===== src/rtl/cal_alarm_pkg.sv =====
package cal_alarm_pkg;
  localparam int unsigned DATA_W     = 8;
  localparam int unsigned ADDR_W     = 4;
  localparam int unsigned N_FIELDS   = 6;
  localparam int unsigned FIELD_BASE = 8;
  localparam int unsigned CTRL_ADDR  = 14;
  localparam int unsigned FLAG_BIT   = 0;
  localparam int unsigned IEN_BIT    = 3;
  localparam int unsigned ENB_BIT    = 7;

  typedef logic [DATA_W-1:0] bcd_byte_t;

  typedef enum logic [2:0] {
    FLD_SEC  = 3'd0,
    FLD_MIN  = 3'd1,
    FLD_HOUR = 3'd2,
    FLD_WDAY = 3'd3,
    FLD_DAY  = 3'd4,
    FLD_MON  = 3'd5
  } field_e;
endpackage


===== src/rtl/alarm_regfile.sv =====
module alarm_regfile
  import cal_alarm_pkg::*;
#(
  parameter int unsigned AW    = ADDR_W,
  parameter int unsigned DW    = DATA_W,
  parameter int unsigned NF    = N_FIELDS,
  parameter int unsigned BASE  = FIELD_BASE,
  parameter int unsigned CADDR = CTRL_ADDR
) (
  input  logic          clk,
  input  logic          rst_n,
  input  logic          bus_wr,
  input  logic [AW-1:0] bus_addr,
  input  logic [DW-1:0] bus_wdata,
  input  logic          flag_q,
  output logic [DW-1:0] bus_rdata,
  output logic [DW-1:0] alarm_regs [NF],
  output logic          ien_q,
  output logic          flag_clr
);
  localparam logic [AW-1:0] CTRL_A = AW'(CADDR);

  logic ctrl_wr;
  assign ctrl_wr  = bus_wr && (bus_addr == CTRL_A);
  assign flag_clr = ctrl_wr && !bus_wdata[FLAG_BIT];

  genvar gi;
  generate
    for (gi = 0; gi < NF; gi++) begin : g_field
      localparam logic [AW-1:0] MY_A = AW'(BASE + gi);
      logic [DW-1:0] val_q;
      always_ff @(posedge clk or negedge rst_n) begin
        if (!rst_n)
          val_q <= '0;
        else if (bus_wr && (bus_addr == MY_A))
          val_q <= bus_wdata;
      end
      assign alarm_regs[gi] = val_q;
    end
  endgenerate

  always_ff @(posedge clk or negedge rst_n) begin
    if (!rst_n)
      ien_q <= 1'b0;
    else if (ctrl_wr)
      ien_q <= bus_wdata[IEN_BIT];
  end

  always_comb begin
    bus_rdata = '0;
    for (int i = 0; i < NF; i++) begin
      if (bus_addr == AW'(BASE + i))
        bus_rdata = alarm_regs[i];
    end
    if (bus_addr == CTRL_A) begin
      bus_rdata[IEN_BIT]  = ien_q;
      bus_rdata[FLAG_BIT] = flag_q;
    end
  end

  AST_CTRL_WRITE: assert property (@(posedge clk) disable iff (!rst_n)
    ctrl_wr |=> (ien_q == $past(bus_wdata[IEN_BIT])));
endmodule


===== src/rtl/alarm_field_match.sv =====
module alarm_field_match
  import cal_alarm_pkg::*;
#(
  parameter int unsigned DW = DATA_W,
  parameter int unsigned NF = N_FIELDS,
  parameter int unsigned EB = ENB_BIT
) (
  input  logic [DW-1:0] alarm_regs [NF],
  input  logic [DW-1:0] cur_time   [NF],
  output logic          any_en,
  output logic          match
);
  logic [NF-1:0] en_vec;
  logic [NF-1:0] hit_vec;

  genvar gi;
  generate
    for (gi = 0; gi < NF; gi++) begin : g_cmp
      logic [DW-1:0] want;
      assign en_vec[gi] = alarm_regs[gi][EB];
      assign want       = {1'b0, alarm_regs[gi][EB-1:0]};
      assign hit_vec[gi] = !en_vec[gi] || (want == cur_time[gi]);
    end
  endgenerate

  assign any_en = |en_vec;
  assign match  = any_en && (&hit_vec);
endmodule


===== src/rtl/alarm_flag_ctrl.sv =====
module alarm_flag_ctrl (
  input  logic clk,
  input  logic rst_n,
  input  logic sec_tick,
  input  logic match,
  input  logic any_en,
  input  logic flag_clr,
  input  logic ien_q,
  output logic flag_q,
  output logic irq
);
  logic set_now;
  assign set_now = sec_tick && match;

  always_ff @(posedge clk or negedge rst_n) begin
    if (!rst_n)
      flag_q <= 1'b0;
    else if (set_now)
      flag_q <= 1'b1;
    else if (flag_clr)
      flag_q <= 1'b0;
  end

  assign irq = flag_q && ien_q;

  AST_SET_ON_MATCH: assert property (@(posedge clk) disable iff (!rst_n)
    (sec_tick && match) |=> flag_q);
  AST_RISE_NEEDS_TICK: assert property (@(posedge clk) disable iff (!rst_n)
    (!flag_q && !sec_tick) |=> !flag_q);
  AST_NO_ENABLE_NO_SET: assert property (@(posedge clk) disable iff (!rst_n)
    (!flag_q && !any_en) |=> !flag_q);
  AST_CLEAR_WORKS: assert property (@(posedge clk) disable iff (!rst_n)
    (flag_clr && !(sec_tick && match)) |=> !flag_q);
  AST_SET_WINS: assert property (@(posedge clk) disable iff (!rst_n)
    (flag_clr && sec_tick && match) |=> flag_q);
endmodule


===== src/rtl/cal_alarm_cmp.sv =====
module cal_alarm_cmp
  import cal_alarm_pkg::*;
#(
  parameter int unsigned AW = ADDR_W,
  parameter int unsigned DW = DATA_W
) (
  input  logic          clk,
  input  logic          rst_n,
  input  logic          sec_tick,
  input  logic [DW-1:0] cur_sec,
  input  logic [DW-1:0] cur_min,
  input  logic [DW-1:0] cur_hour,
  input  logic [DW-1:0] cur_wday,
  input  logic [DW-1:0] cur_day,
  input  logic [DW-1:0] cur_mon,
  input  logic          bus_wr,
  input  logic [AW-1:0] bus_addr,
  input  logic [DW-1:0] bus_wdata,
  output logic [DW-1:0] bus_rdata,
  output logic          alarm_flag,
  output logic          alarm_irq
);
  localparam int unsigned NF = N_FIELDS;

  logic [DW-1:0] alarm_regs [NF];
  logic [DW-1:0] cur_time   [NF];
  logic          ien_q, flag_clr, flag_q, any_en, match;

  assign cur_time[FLD_SEC]  = cur_sec;
  assign cur_time[FLD_MIN]  = cur_min;
  assign cur_time[FLD_HOUR] = cur_hour;
  assign cur_time[FLD_WDAY] = cur_wday;
  assign cur_time[FLD_DAY]  = cur_day;
  assign cur_time[FLD_MON]  = cur_mon;

  alarm_regfile #(.AW(AW), .DW(DW), .NF(NF), .BASE(FIELD_BASE), .CADDR(CTRL_ADDR)) u_regs (
    .clk        (clk),
    .rst_n      (rst_n),
    .bus_wr     (bus_wr),
    .bus_addr   (bus_addr),
    .bus_wdata  (bus_wdata),
    .flag_q     (flag_q),
    .bus_rdata  (bus_rdata),
    .alarm_regs (alarm_regs),
    .ien_q      (ien_q),
    .flag_clr   (flag_clr)
  );

  alarm_field_match #(.DW(DW), .NF(NF), .EB(ENB_BIT)) u_match (
    .alarm_regs (alarm_regs),
    .cur_time   (cur_time),
    .any_en     (any_en),
    .match      (match)
  );

  alarm_flag_ctrl u_flag (
    .clk      (clk),
    .rst_n    (rst_n),
    .sec_tick (sec_tick),
    .match    (match),
    .any_en   (any_en),
    .flag_clr (flag_clr),
    .ien_q    (ien_q),
    .flag_q   (flag_q),
    .irq      (alarm_irq)
  );

  assign alarm_flag = flag_q;

  AST_IRQ_FOLLOWS_FLAG: assert property (@(posedge clk) disable iff (!rst_n)
    $fell(alarm_flag) |-> !alarm_irq);
endmodule


===== config.mk =====
export PLATFORM = sky130hd
export DESIGN_NAME = cal_alarm_cmp
export DESIGN_NICKNAME = d
export VERILOG_FILES = /design/src/rtl/cal_alarm_pkg.sv /design/src/rtl/alarm_regfile.sv /design/src/rtl/alarm_field_match.sv /design/src/rtl/alarm_flag_ctrl.sv /design/src/rtl/cal_alarm_cmp.sv
export SDC_FILE = /design/constraint.sdc
export NUM_CORES = 1
export LEC_CHECK = 0
export BUFFER_PORTS_ARGS = -buffer_cell sky130_fd_sc_hd__buf_4
export CORE_ASPECT_RATIO = 0.7
export CORE_UTILIZATION = 50
export DETAILED_ROUTE_END_ITERATION = 7
export GPL_TIMING_DRIVEN = 0
export HOLD_SLACK_MARGIN = 0.12
export PLACE_DENSITY = 0.75
export SLEW_MARGIN = 5
export SYNTH_ARGS = -nofsm -noshare
export SYNTH_HDL_FRONTEND = slang
export SYNTH_SLANG_ARGS = --single-unit
export TNS_END_PERCENT = 30

===== constraint.sdc =====
create_clock -name clk -period 2.3 [get_ports clk]
set_input_delay 0.345 -clock clk [delete_from_list [all_inputs] [get_ports clk]]
set_output_delay 0.345 -clock clk [all_outputs]
set_load 0.02 [all_outputs]

Word level (Yosys, flattened, before mapping). Cells that the tools add are included.

Output and inout port bits: 10. Bits in registers: 50. Word-level logic and storage cells: 58. Bits of input ports: 64.

Multiplexer cells: 10. Reduce and logical (&&, ||, !) cells: 27. Eq/ne operators: 13.

Operators by type and width (number): equality test 7 x 8 -> 1 bit (6); 2-to-1 mux 8 bit (6); equality test 4 bit, second input constant (7); logical AND 1 bit (11); logical NOT 1 bit (7); logical OR 1 bit (6); AND reduction 6 bit (1); OR reduction 6 bit (1); 2-to-1 mux 1 bit (4); nonzero test 2 bit (1).

Logic depth before layout (Yosys ltp).
Word-level depth: 8. Mapped depth: 5. Gate-level depth less buffers: 5.

Modules after synthesis. Synthesis repeated with hierarchy kept, for this count alone.

Cells, all modules: 269. Area, all modules: 2952.8 µm².

By module, submodules not included: alarm_regfile (sequential area each 1226.2 µm², cells an instance 198, area each 2396.0 µm², instances 1); alarm_field_match (sequential area each 0.0 µm², cells an instance 66, area each 508.0 µm², instances 1); alarm_flag_ctrl (sequential area each 25.0 µm², cells an instance 5, area each 48.8 µm², instances 1).

Worst setup path before layout. Ideal clock, no wire load.

Kind: input port to output port. Start point: input bus_addr[1]. End point: output bus_rdata[6]. Buffers on the path: 2. Required time: 1955 ps. Slack: 516 ps. Arrival time: 1439 ps. Cell stages on the path: 5. Cell sequence: clkbuf_2 > buf_2 > mux4_2 > a222oi_1 > inv_1.

Longest elaborated chain between the ends: 7. Elaborated cells on any way between the ends: 12.

Ends and longest elaborated chain: start, declared (line cal_alarm_cmp.sv:17) `input logic [AW-1:0] bus_addr,`; equality test 4 bit (line alarm_regfile.sv:52) `if (bus_addr == AW'(BASE + i))`; 2-to-1 mux 8 bit (5 in a row) (line alarm_regfile.sv:52); 2-to-1 mux 8 bit (*) (line alarm_regfile.sv:52); end, declared (line cal_alarm_cmp.sv:19) `output logic [DW-1:0] bus_rdata,`.

Every way passes the cells marked *; elsewhere a longest branch is shown, timed or not.

Worst setup path after layout.
Start point: input bus_addr[0]. End point: output bus_rdata[1].

Same word-level chain as after synthesis.

==> metrics.cfg <==
[run_status]
status=finished clean

[floorplan]
io_pins=74
die_h_um=64.8
initial_utilization_pct=52.8
design.core.area_um2=5340
core.rowCount=22
fp.dieW_um=91.7
die-area_um2=5950

[finish]
antennaDiodeCount=0
fin_nets=360
synthToLayoutAreaGrowth_pct=25.7
stdcell_area_um2=3540
final_cell_count_no_fill=369
fillers=457
drive_above_1_share_pct=49.8
seqCellArea_um2=1250
multi_input_area_um2=1500

[min_path]
worstHoldStart=sec_tick
hold_class=in2reg
holdPathEnd=u_flag.flag_q
hold_depth=3

[synthesis]
synth_commonest_cells=50 x dfrtp_1, 49 x mux2_2, 25 x xnor2_1, 17 x xor2_1, 8 x mux4_2
ys_seq_elements=50
synth.area.top_cells=dfrtp_1 44%, mux2_2 20%, xnor2_1 7.8%, mux4_2 6.4%, xor2_1 5.3%
synth_edf_count=0
syn-num-nets=281
yosysSeqAreaShare_pct=44.4
synth.cell_area_um2=2820
synth_ff_type=dfrtp_1
yosysMostFrequentCell=dfrtp_1
synth_cell_types=35
synthArstFlopShare_pct=100
avgSynthCellArea_um2=13.0
synth_top_area_share_pct=44.4
syn_inst=217
yosysWarnings=0
synth_largest_area_cell=dfrtp_1

[placed_design]
dpl_cell_area_um2=3440
hpwlAfterDp_mm=5.39
dp_cells=360
routabilityCongestion=0.811
io_buffers=71

[setup_path]
cpMaxStageDelayCell=mux4_2
cpPeakStageDelay_ns=0.56
worstPathMaxFanout=10
r2r_cells=5
start_kind=input port
cp_cell_sequence=buf_4 -> buf_6 -> mux4_2 -> a222oi_1 -> inv_1 -> buf_4
critPathLaunch=bus_addr[0]
timing.reg2reg.setup_slack_ns=0.60
r2r-end=u_flag.flag_q
crit_path_frequent_cell=buf_4
reg2reg_from=u_regs.g_field[4].val_q[6]
crit_required_ns=1.96
path_class=in2out
end_kind=primary output
arrival_ns=1.79

[sta]
worst_pin_slew_ns=0.634
max_freq_ghz=0.468
finalHoldViolCount=0
setup_violations=0
period_needed_ns=2.14
drv_slew=0
rsz0062_at_grt=false
finalSetupTns_ns=0
clock_skew_ns=0.00369
fin_crit_sh_pct=92.9
slew_headroom_pct=57.7

[grt]
grt_max_degree=51
antenna_found_initial=0
grt_pass1_vias=2178
grt_first_pass_wirelength_mm=11.3
grt_usage_pct=25.9
grt-ovfl-total=0

[run]
drv_cap=0

[detailed_routing]
vias=2092
route.detailed.drc=0
ant_nets=0
drt-pass1-iter-count=6
wl_per_cell_um=19.0
vias_per_cell=5.67
dr.first_iter.drc_count=138
wirelength_mm=7.00

[power]
max-vdd-ir-drop_mv=0.450
powerDensity_nw_per_um2=739
p_leak_nw=1.61
power.total_mw=2.62

[clock_tree]
cts_sinks=50
cts_hold_buffers=1
cts_root_buf=clkbuf_8
path_clk_slew_ns=0.09
cts_tree=done
cts-buffers-inserted=5
clock_latency_ns=0.31
post_cts_buffers=0
post_cts_resized=0
cts_max_level=2
cts_buffer_depth=2

per-layer routing:
metal,global-route usage (%),vias to the layer above,part of all wire (%)
met5,0,-,0
li1,-,962,-
met4,6.05,0,1.0
met3,5.52,8,8.8
met1,38.7,1035,47
met2,39.0,87,43
critical path: cells and delay by family:
family          cells  cell delay [ns]
mux                 1             0.56
buf+inv             4             0.60
compound gates      1             0.28
layout by cell type, fill, tap and decap left out, types with 2 or more instances in the layout:
cell	instances
nor2b_1	2
dfrtp_1	50
clkbuf_8	6
mux2i_1	2
buf_2	5
xor2_1	17
buf_4	71
nand2_1	3
xnor2_1	25
o211a_1	2
nand2_2	2
o21ai_0	5
o211ai_1	3
nand4_1	7
nor2_1	3
mux4_2	8
or4_1	5
mux2_2	49
a222oi_1	6
inv_1	6
clkbuf_1	2
kinds of logic after synthesis:
logic type	synth area share, %
AO/OA/AOI/OAI	5.15
flip-flops	44.4
AND/OR/NAND/NOR	8.34
multiplexers	26.7
buffers and inverters	2.40
XOR/XNOR	13.0
power by group:
part | leakage [nW] | total (mW) | switching, mW | internal (mW)
logic | 0.955 | 0.791 | 0.316 | 0.475
clock network | 0.0482 | 0.532 | 0.289 | 0.243
registers | 0.611 | 1.30 | 0.208 | 1.09
total | 1.61 | 2.62 | 0.813 | 1.81
registers in the layout, summed over array words and instances, names as in the netlist:
signal / flops
u_flag.flag_q: 1
u_regs.g_field.val_q: 48
u_regs.ien_q: 1
metrics by stage:
step / setup WS [ns] / hold slack, ns / util, %
3_5_place_dp: 0.163 / 0.403 / 64.5
6_report: 0.164 / 0.304 / 66.4
4_1_cts: 0.162 / 0.300 / 66.4
2_1_floorplan: 0.516 / 0.0494 / -
3_3_place_gp: 0.182 / 0.409 / 64.5
5_1_grt: 0.0958 / 0.319 / 66.4
layout make-up:
class | count | share of cell area (%)
tap | 72 | 2.54
sequential | 50 | 35.3
multi-input combinational | 153 | 42.3
inverter | 6 | 0.636
clock inverter | 1 | 0.141
clock buffer | 7 | 2.44
timing repair buffer | 72 | 15.3
buffer | 8 | 1.27
worst max path at each step:
stage / depth (start not counted) / slack, ns / end
global route: 4 / 0.1 / bus_rdata[6]
global placement: 6 / 0.18 / bus_rdata[1]
CTS: 6 / 0.16 / bus_rdata[1]
floorplan: 5 / 0.52 / bus_rdata[6]
finish: 6 / 0.16 / bus_rdata[1]
detailed placement: 6 / 0.16 / bus_rdata[1]
Note: power is estimated with default switching activity, not from simulation.
